File: config.mk
export PLATFORM = sky130hd
export DESIGN_NAME = hazard_unit
export DESIGN_NICKNAME = d
export VERILOG_FILES = /design/src/rtl/hazard_pkg.sv /design/src/rtl/hazard_regfile.sv /design/src/rtl/hazard_fwd.sv /design/src/rtl/hazard_ctrl.sv /design/src/rtl/hazard_datapath.sv /design/src/rtl/hazard_unit.sv
export SDC_FILE = /design/constraint.sdc
export NUM_CORES = 2
export LEC_CHECK = 0
export ABC_AREA = 1
export BUFFER_PORTS_ARGS = -buffer_cell sky130_fd_sc_hd__buf_4
export CAP_MARGIN = 25
export CORE_AREA = 2 2 346 691
export CTS_CLUSTER_DIAMETER = 50
export DETAILED_ROUTE_END_ITERATION = 8
export DIE_AREA = 0 0 348 693
export PLACE_DENSITY = 0.35
export SLEW_MARGIN = 0
export SYNTH_ARGS = -nofsm -noshare
export SYNTH_HDL_FRONTEND = slang
export SYNTH_SLANG_ARGS = --single-unit
File: constraint.sdc
create_clock -name clk -period 2.7 [get_ports clk]
set_input_delay 0.135 -clock clk [delete_from_list [all_inputs] [get_ports clk]]
set_output_delay 0.135 -clock clk [all_outputs]
set_load 0.005 [all_outputs]
File: src/rtl/hazard_pkg.sv
`timescale 1ns/1ps
package hazard_pkg;
  typedef enum logic [1:0] {
    FWD_RF  = 2'b00,
    FWD_MEM = 2'b01,
    FWD_WB  = 2'b10
  } fwdSel_e;

  typedef struct packed {
    logic holdFront;  // freeze PC and fetch/decode register
    logic bubbleEx;   // clear flags of instruction entering execute
    logic squashFd;   // turn fetch/decode instruction into a no-op
  } ctrlStrobes_t;
endpackage

File: src/rtl/hazard_regfile.sv
`timescale 1ns/1ps
module hazard_regfile #(
  parameter int XLEN = 32,
  parameter int AW   = 5,
  parameter int NRD  = 2
) (
  input  logic                clk,
  input  logic                rstN,
  input  logic                wrEn,
  input  logic [AW-1:0]       wrAddr,
  input  logic [XLEN-1:0]     wrData,
  input  logic [NRD*AW-1:0]   rdAddr,
  output logic [NRD*XLEN-1:0] rdData
);
  localparam int NREG = 1 << AW;

  logic [XLEN-1:0] regs [NREG];
  logic            wrLive;

  assign wrLive = wrEn && (wrAddr != '0);

  always_ff @(posedge clk or negedge rstN) begin
    if (!rstN) begin
      for (int i = 0; i < NREG; i++) regs[i] <= '0;
    end else if (wrLive) begin
      regs[wrAddr] <= wrData;
    end
  end

  for (genvar g = 0; g < NRD; g++) begin : gRead
    logic [AW-1:0] addr;
    assign addr = rdAddr[g*AW +: AW];
    assign rdData[g*XLEN +: XLEN] =
      (addr == '0)                ? '0     :
      (wrLive && wrAddr == addr)  ? wrData : regs[addr];


    zero_reg_chk: assert property (@(posedge clk) disable iff (!rstN)
      (addr == '0) |-> (rdData[g*XLEN +: XLEN] == '0));

    bypass_chk: assert property (@(posedge clk) disable iff (!rstN)
      (wrEn && wrAddr != '0 && wrAddr == addr) |-> (rdData[g*XLEN +: XLEN] == wrData));
  end


  retain_chk: assert property (@(posedge clk) disable iff (!rstN)
    (wrEn && wrAddr != '0) |=>
      (!(rdAddr[AW-1:0] == $past(wrAddr) && !(wrEn && wrAddr == rdAddr[AW-1:0]))
       || rdData[XLEN-1:0] == $past(wrData)));
endmodule

File: src/rtl/hazard_fwd.sv
`timescale 1ns/1ps
module hazard_fwd
  import hazard_pkg::*;
#(
  parameter int AW  = 5,
  parameter int NOP = 2
) (
  input  logic            clk,
  input  logic            rstN,
  input  logic [NOP*AW-1:0] exRs,
  input  logic [AW-1:0]   memRd,
  input  logic            memRegWrite,
  input  logic [AW-1:0]   wbRd,
  input  logic            wbRegWrite,
  output logic [NOP*2-1:0] selFlat
);
  for (genvar g = 0; g < NOP; g++) begin : gOp
    logic [AW-1:0] rs;
    logic          memHit, wbHit;
    fwdSel_e       sel;
    assign rs     = exRs[g*AW +: AW];
    assign memHit = memRegWrite && (memRd == rs) && (rs != '0);
    assign wbHit  = wbRegWrite  && (wbRd  == rs) && (rs != '0);
    always_comb begin
      if (memHit)     sel = FWD_MEM;
      else if (wbHit) sel = FWD_WB;
      else            sel = FWD_RF;
    end
    assign selFlat[g*2 +: 2] = sel;


    no_x0_fwd_chk: assert property (@(posedge clk) disable iff (!rstN)
      (exRs[g*AW +: AW] == '0) |-> (selFlat[g*2 +: 2] == FWD_RF));

    mem_prio_chk: assert property (@(posedge clk) disable iff (!rstN)
      (memRegWrite && memRd == exRs[g*AW +: AW] && memRd != '0) |-> (selFlat[g*2 +: 2] == FWD_MEM));
  end
endmodule

File: src/rtl/hazard_ctrl.sv
`timescale 1ns/1ps
module hazard_ctrl
  import hazard_pkg::*;
#(
  parameter int AW = 5
) (
  input  logic          clk,
  input  logic          rstN,
  input  logic [AW-1:0] decRs1,
  input  logic [AW-1:0] decRs2,
  input  logic          decUseRs1,
  input  logic          decUseRs2,
  input  logic [AW-1:0] exRd,
  input  logic          exRegWrite,
  input  logic          exIsLoad,
  input  logic          branchTaken,
  output ctrlStrobes_t  strobes
);
  logic loadDest, useHit, loadUse;

  assign loadDest = exIsLoad && exRegWrite && (exRd != '0);
  assign useHit   = (decUseRs1 && decRs1 == exRd) || (decUseRs2 && decRs2 == exRd);
  assign loadUse  = loadDest && useHit && !branchTaken;

  always_comb begin
    strobes.holdFront = loadUse;
    strobes.bubbleEx  = loadUse || branchTaken;
    strobes.squashFd  = branchTaken;
  end


  stall_bubble_chk: assert property (@(posedge clk) disable iff (!rstN)
    strobes.holdFront |-> strobes.bubbleEx);

  branch_wins_chk: assert property (@(posedge clk) disable iff (!rstN)
    branchTaken |-> (!strobes.holdFront && strobes.squashFd));

  no_load_no_stall_chk: assert property (@(posedge clk) disable iff (!rstN)
    (!exIsLoad || exRd == '0) |-> !strobes.holdFront);
endmodule

File: src/rtl/hazard_datapath.sv
`timescale 1ns/1ps
module hazard_datapath
  import hazard_pkg::*;
#(
  parameter int XLEN = 32,
  parameter int AW   = 5
) (
  input  logic          clk,
  input  logic          rstN,
  input  ctrlStrobes_t  strobes,
  input  logic [AW-1:0] decRs1,
  input  logic [AW-1:0] decRs2,
  input  logic [AW-1:0] exRs1,
  input  logic [AW-1:0] exRs2,
  input  logic [AW-1:0] memRd,
  input  logic          memRegWrite,
  input  logic [AW-1:0] wbRd,
  input  logic          wbRegWrite,
  input  logic [XLEN-1:0] wbData,
  output logic [XLEN-1:0] rdData1,
  output logic [XLEN-1:0] rdData2,
  output logic [1:0]    fwdSelA,
  output logic [1:0]    fwdSelB,
  output logic          pcWrEn,
  output logic          fdWrEn,
  output logic          fdFlush,
  output logic          dxFlush
);
  logic [2*XLEN-1:0] rdFlat;
  logic [3:0]        selFlat;

  hazard_regfile #(.XLEN(XLEN), .AW(AW), .NRD(2)) uRf (
    .clk(clk), .rstN(rstN),
    .wrEn(wbRegWrite), .wrAddr(wbRd), .wrData(wbData),
    .rdAddr({decRs2, decRs1}), .rdData(rdFlat)
  );

  hazard_fwd #(.AW(AW), .NOP(2)) uFwd (
    .clk(clk), .rstN(rstN),
    .exRs({exRs2, exRs1}),
    .memRd(memRd), .memRegWrite(memRegWrite),
    .wbRd(wbRd), .wbRegWrite(wbRegWrite),
    .selFlat(selFlat)
  );

  assign rdData1 = rdFlat[XLEN-1:0];
  assign rdData2 = rdFlat[2*XLEN-1:XLEN];
  assign fwdSelA = selFlat[1:0];
  assign fwdSelB = selFlat[3:2];
  assign pcWrEn  = !strobes.holdFront;
  assign fdWrEn  = !strobes.holdFront;
  assign fdFlush = strobes.squashFd;
  assign dxFlush = strobes.bubbleEx;
endmodule

File: src/rtl/hazard_unit.sv
`timescale 1ns/1ps
module hazard_unit
  import hazard_pkg::*;
#(
  parameter int XLEN = 32,
  parameter int AW   = 5
) (
  input  logic            clk,
  input  logic            rstN,
  input  logic [AW-1:0]   decRs1,
  input  logic [AW-1:0]   decRs2,
  input  logic            decUseRs1,
  input  logic            decUseRs2,
  input  logic [AW-1:0]   exRs1,
  input  logic [AW-1:0]   exRs2,
  input  logic [AW-1:0]   exRd,
  input  logic            exRegWrite,
  input  logic            exIsLoad,
  input  logic [AW-1:0]   memRd,
  input  logic            memRegWrite,
  input  logic [AW-1:0]   wbRd,
  input  logic            wbRegWrite,
  input  logic [XLEN-1:0] wbData,
  input  logic            branchTaken,
  output logic [XLEN-1:0] rdData1,
  output logic [XLEN-1:0] rdData2,
  output logic [1:0]      fwdSelA,
  output logic [1:0]      fwdSelB,
  output logic            pcWrEn,
  output logic            fdWrEn,
  output logic            fdFlush,
  output logic            dxFlush
);
  ctrlStrobes_t strobes;

  hazard_ctrl #(.AW(AW)) uCtrl (
    .clk(clk), .rstN(rstN),
    .decRs1(decRs1), .decRs2(decRs2),
    .decUseRs1(decUseRs1), .decUseRs2(decUseRs2),
    .exRd(exRd), .exRegWrite(exRegWrite), .exIsLoad(exIsLoad),
    .branchTaken(branchTaken), .strobes(strobes)
  );

  hazard_datapath #(.XLEN(XLEN), .AW(AW)) uDp (
    .clk(clk), .rstN(rstN), .strobes(strobes),
    .decRs1(decRs1), .decRs2(decRs2),
    .exRs1(exRs1), .exRs2(exRs2),
    .memRd(memRd), .memRegWrite(memRegWrite),
    .wbRd(wbRd), .wbRegWrite(wbRegWrite), .wbData(wbData),
    .rdData1(rdData1), .rdData2(rdData2),
    .fwdSelA(fwdSelA), .fwdSelB(fwdSelB),
    .pcWrEn(pcWrEn), .fdWrEn(fdWrEn),
    .fdFlush(fdFlush), .dxFlush(dxFlush)
  );
endmodule

Word level (Yosys, flattened, before mapping)

Cells that the tools add are included.

Flip-flop bits (word level): 1024
Output and inout bits: 72
Logic and storage cells: 92

Order comparisons: 4
Eq/ne operators: 8
Mux-type cells: 17
Bitwise operators: 3
Reductions and logical operators: 28

Operators with widths:

| cell                                                                         | count |
|---|---|
| 1024-bit bitwise mux                                                         | 1 |
| 32-bit binary-select mux with 5-bit select                                   | 2 |
| 32-bit two-way mux                                                           | 9 |
| 32-bit demux with 5-bit select                                               | 1 |
| 5-bit == test                                                                | 8 |
| 5-bit nonzero test                                                           | 4 |
| 6-bit greater-or-equal comparator, second input constant                     | 3 |
| 1-bit logical AND                                                            | 18 |
| 5-bit NOT with 6-bit output                                                  | 3 |
| 5-bit zero test                                                              | 2 |
| 2-bit two-way mux                                                            | 4 |
| 6-bit by 1-bit less-than comparator with 1-bit output, second input constant | 1 |
| 1-bit zero test                                                              | 2 |
| 1-bit logical OR                                                             | 2 |

Longest topological paths before layout

Depth in word-level cells: 6
Depth in mapped cells: 13

Modules after synthesis

From an unflattened synthesis, not the netlist that was laid out.

Cells, all modules: 8663
Area, all modules: 58922.8 um^2

By module, submodules not included:

| module          | instances | cells each | area an instance (um^2) | seq. area each (um^2) |
|---|---|---|---|---|
| hazard_regfile  | 1         | 8482       | 58178.3                 | 25624.6 |
| hazard_fwd      | 1         | 115        | 451.7                   | 0.0 |
| hazard_ctrl     | 1         | 62         | 266.5                   | 0.0 |
| hazard_datapath | 1         | 4          | 26.3                    | 0.0 |

Least setup slack after synthesis

Ideal clock, no wire load.

Kind: in2out
Start: in decRs2[0]
End: out pcWrEn
Arrival: 1.597 ns
Setup slack: 0.968 ns
Stages on the path: 10
Cells stage by stage: buf_2 > clkinv_1 > clkbuf_1 > clkbuf_1 > o21ai_0 > a221oi_1 > nand3_1 > nand2_1 > nand3_1 > buf_4

Longest elaborated chain between the ends: 6

Ends and longest elaborated chain:

| what                            | RTL line          | source |
|---|---|---|
| start: declaration              | hazard_unit.sv:11 | `input logic [AW-1:0] decRs2,` |
| 5-bit == test                   | hazard_ctrl.sv:22 | `assign useHit = (decUseRs1 && decRs1 == exRd) \|\| (decUseRs2 && decRs2 == exRd);` |
| 1-bit logical AND               | hazard_ctrl.sv:22 |  |
| 1-bit logical OR                | hazard_ctrl.sv:22 |  |
| 1-bit logical AND (2 in series) | hazard_ctrl.sv:23 | `assign loadUse = loadDest && useHit && !branchTaken;` |
| 1-bit zero test                 | n/a               |  |
| end: declaration                | hazard_unit.sv:29 | `output logic pcWrEn,` |

Every way passes these cells.

Worst setup path after layout

Start: in wbRd[4]
End: out rdData1[0]

Longest elaborated chain between the ends: 5
Elaborated cells between the ends (all ways): 6

Ends and longest elaborated chain:

| what                 | RTL line             | source |
|---|---|---|
| start: declaration   | hazard_unit.sv:21    | `input logic [AW-1:0] wbRd,` |
| 5-bit nonzero test   | hazard_regfile.sv:20 | `assign wrLive = wrEn && (wrAddr != '0);` |
| 1-bit logical AND    | hazard_regfile.sv:20 |  |
| 1-bit logical AND *  | hazard_regfile.sv:35 | `(wrLive && wrAddr == addr) ? wrData : regs[addr];` |
| 32-bit two-way mux * | hazard_regfile.sv:35 |  |
| 32-bit two-way mux * | hazard_regfile.sv:34 | `(addr == '0) ? '0 :` |
| end: declaration     | hazard_unit.sv:25    | `output logic [XLEN-1:0] rdData1,` |

Every way passes the cells marked *; elsewhere a longest branch is shown, timed or not.

==> flow_summary.yaml <==
timing:
  fmax_mhz: 385
  finalSetupViolations: 0
  final_max_slew_viol_count: 0
  fin_crit_ns: 2.60
  whs_ns: 0.141
  fin_crit_sh_pct: 96.2
  relSlewSlack_pct: 28.2
  rsz0062_at_grt: "false"
  worstMarginPinSlew_ns: 1.08
  fin_worst_skew_ns: 0
  hold_viol_final: 0
global_routing:
  antenna_found_initial: 9
  grt_pass1_vias: 55500
  grt_use_total_pct: 23.9
  grt.overflow.total: 0
  grt_pass1_wl_um: 421000
  grt_max_degree: 94
min_path:
  min_path_type: "in2reg"
  hp-start: "wbRd[4]"
  holdPathStages: 7
  holdPathEnd: "uDp.uRf.regs[575]$_DFFE_PN0P_"
synthesis:
  syn_avg_cell_area_um2: 6.87
  synth_warnings: 0
  ys_ff_latch: 1024
  ys_seq_area_share_pct: 43.7
  syn_inst: 8541
  synth_cell_types: 30
  synth.cell_area_um2: 58700
  syn_nets: 8617
floorplanning:
  die-area_um2: 241000
  die_w_um: 348
  num_io_pins: 148
  rows: 253
  core_um2: 236000
  initial_core_util_pct: 24.8
  chipHeight_um: 693
pwr:
  p_leak_nw: 33.0
  switching_power_w: 0.0165
  clkPwrFrac_pct: 40.2
  ir_drop_mv: 0.479
  seqPwrFrac_pct: 39.9
  switching_share_pct: 32.7
  p_total_w: 0.0505
  intPower_w: 0.0340
  powerDensity_nw_per_um2: 718
  combPwrFrac_pct: 19.9
clock_network:
  cts_tree: "yes"
  numCtsBuffers: 150
  htree_levels: 4
  clkTransAtPathRegs_ns: 0.05
  cts_num_sinks: 1024
  clockBufferDepth: 4
  postCtsSetupRepairBufs: 0
  clock_latency_ns: 0.80
  cts-root-buf: "clkbuf_16"
setup_path:
  regToRegSetupSlack_ns: 1.96
  crit_required_ns: 2.57
  startpoint_type: "input pin"
  slowest_delay_ns: 0.40
  worstSetupEndpointType: "output pin"
  crit_type: "in2out"
  r2r-start: "uDp.uRf.regs[534]$_DFFE_PN0P_"
  arrival_ns: 2.46
  rr_worst_depth: 2
  slowest_stage: "buf_4"
  timing.rr.end: "uDp.uRf.regs[534]$_DFFE_PN0P_"
  path_cells: "buf_4 > inv_1 > nand3_1 > o21ai_0 > buf_4 > nand3b_4 > buf_4 > o21ai_0 > a21oi_4 > buf_6 > buf_4"
  crit_fanout: 32
  cpMostUsedCell: "buf_4"
cells_and_area:
  largestRegisters: "uDp.uRf.regs x1024"
  multiInputGateArea_um2: 27700
  nNetsFinal: 8535
  regMostFlops: "uDp.uRf.regs"
  area_growth_pct: 19.9
  largest_register_ffs: 1024
  ff_latch_area_um2: 25600
  nFillCells: 25900
  drive_above_1_share_pct: 9.62
status:
  status: "finished clean"
routing:
  top_layer: "met5"
  met1_length_um: 131000
  drt-pass1-iter-count: 6
  drc_errors: 0
  wl_per_cell_um: 25.1
  dr_wl_met2_um: 141000
  dr_wl_met3_um: 11200
  via_count: 57200
  ant_nets: 0
  wirelength_um: 292000
  routed_via_density: 4.92
  drtIter0Drc: 4757
placement:
  dpl.hpwl_um: 177000
  port_buffers: 147
  gp_congestion: 0.799
job:
  maxCapViolCount: 0
## placed cells by master (no fill, tap or decap), types with 127 or more instances in the layout
cell,instances
nand2_1,2630
dfrtp_1,1024
buf_12,127
o21ai_0,1401
nand3_1,997
a21oi_1,297
inv_1,724
nor2_1,312
buf_4,335
o211ai_1,242
clkbuf_16,153
## worst max path at each step
stage	to	from	slack, ns	cells past startpoint
finish	rdData1[0]	wbRd[4]	0.10	11
global route	rdData1[0]	uDp.uRf.regs[576]$_DFFE_PN0P_	0.005	10
CTS	rdData1[0]	uDp.uRf.regs[576]$_DFFE_PN0P_	0.04	10
detailed placement	rdData1[0]	wbRd[4]	-0.17	11
global placement	rdData1[0]	wbRd[4]	-0.20	11
floorplan	pcWrEn	decRs2[0]	0.97	10
## stage by stage
step | TNS (ns) | setup WS, ns | cell area, µm² | std cells | utilization, %
6_report | 0 | 0.102 | 70300 | 11600 | 29.7
5_1_grt | 0 | 0.00461 | 70300 | 11600 | 29.7
4_1_cts | 0 | 0.0388 | 70300 | 11600 | 29.7
3_5_place_dp | -0.260 | -0.167 | 65000 | 11300 | 27.5
3_3_place_gp | -0.308 | -0.204 | 65000 | 11300 | 27.5
2_1_floorplan | 0 | 0.968 | 58700 | 8541 | -
## cell type report
| class | count | share of cell area (%) |
|---|---|---|
| multi-input combinational | 6042 | 39.3 |
| sequential | 1024 | 36.4 |
| timing repair buffer | 504 | 7.83 |
| clock buffer | 188 | 5.86 |
| tap | 3060 | 5.44 |
| inverter | 737 | 3.99 |
| clock inverter | 63 | 1.07 |
| antenna | 4 | 0.0142 |
## cell usage after synthesis (all sizes together)
library cell  instances  area [µm²]
dfrtp              1024       25600
nand3b                1        11.3
xor2                 10        87.6
xnor2                 8        70.1
a21oi               300        1500
nor4                  6        52.6
nand3               998        4990
o211ai              242        1820
clkinv                3        11.3
nand2              2660       10000
nor3                 13        90.1
or2                  58         363
clkbuf              590        2210
o22ai                 5        31.3
o2111ai               1        8.76
nand4                 7        43.8
buf                 148         682
a221oi                2        17.5
o221ai                1        8.76
o21ai              1410        7060
inv                 734        2760
nor2                320        1210
## layer usage
layer	global-route usage [%]	vias to the layer above
li1	-	27500
met1	31.9	27900
met2	41.1	1432
met3	2.04	359
met4	6.78	2
met5	0	-
## critical path: cells and delay by family
kind	cells	cell delay, ns
buffers and inverters	6	1.18
and+or+nand+nor	2	0.25
AOI/OAI and AO/OA	3	0.87
## cells by family after synthesis
logic type / synth area share [%]
buffers and inverters: 9.65
DFF: 43.7
and+or+nand+nor: 28.6
AOI/OAI and AO/OA: 17.8
xor gates and xnor gates: 0.269
## power by group through the flow
stage	Sequential [W]	Combinational, W	Clock (W)
floorplan	0.0198	0.00653	0
global placement	0.0203	0.00999	0
detailed placement	0.0203	0.0101	0
CTS	0.0201	0.0101	0.0209
global route	0.0205	0.0116	0.0214
finish	0.0201	0.0100	0.0203
## what timing repair did
| item | in CTS | in global routing |
|---|---|---|
| gates resized for setup | 4 | 6 |
| pin swaps | 0 | 1 |
| endpoints found under the hold margin | 1150 | 0 |
| hold buffers | 34 | 0 |
| setup endpoints to repair | 3 | 5 |
(Power assumes the default switching activity.)
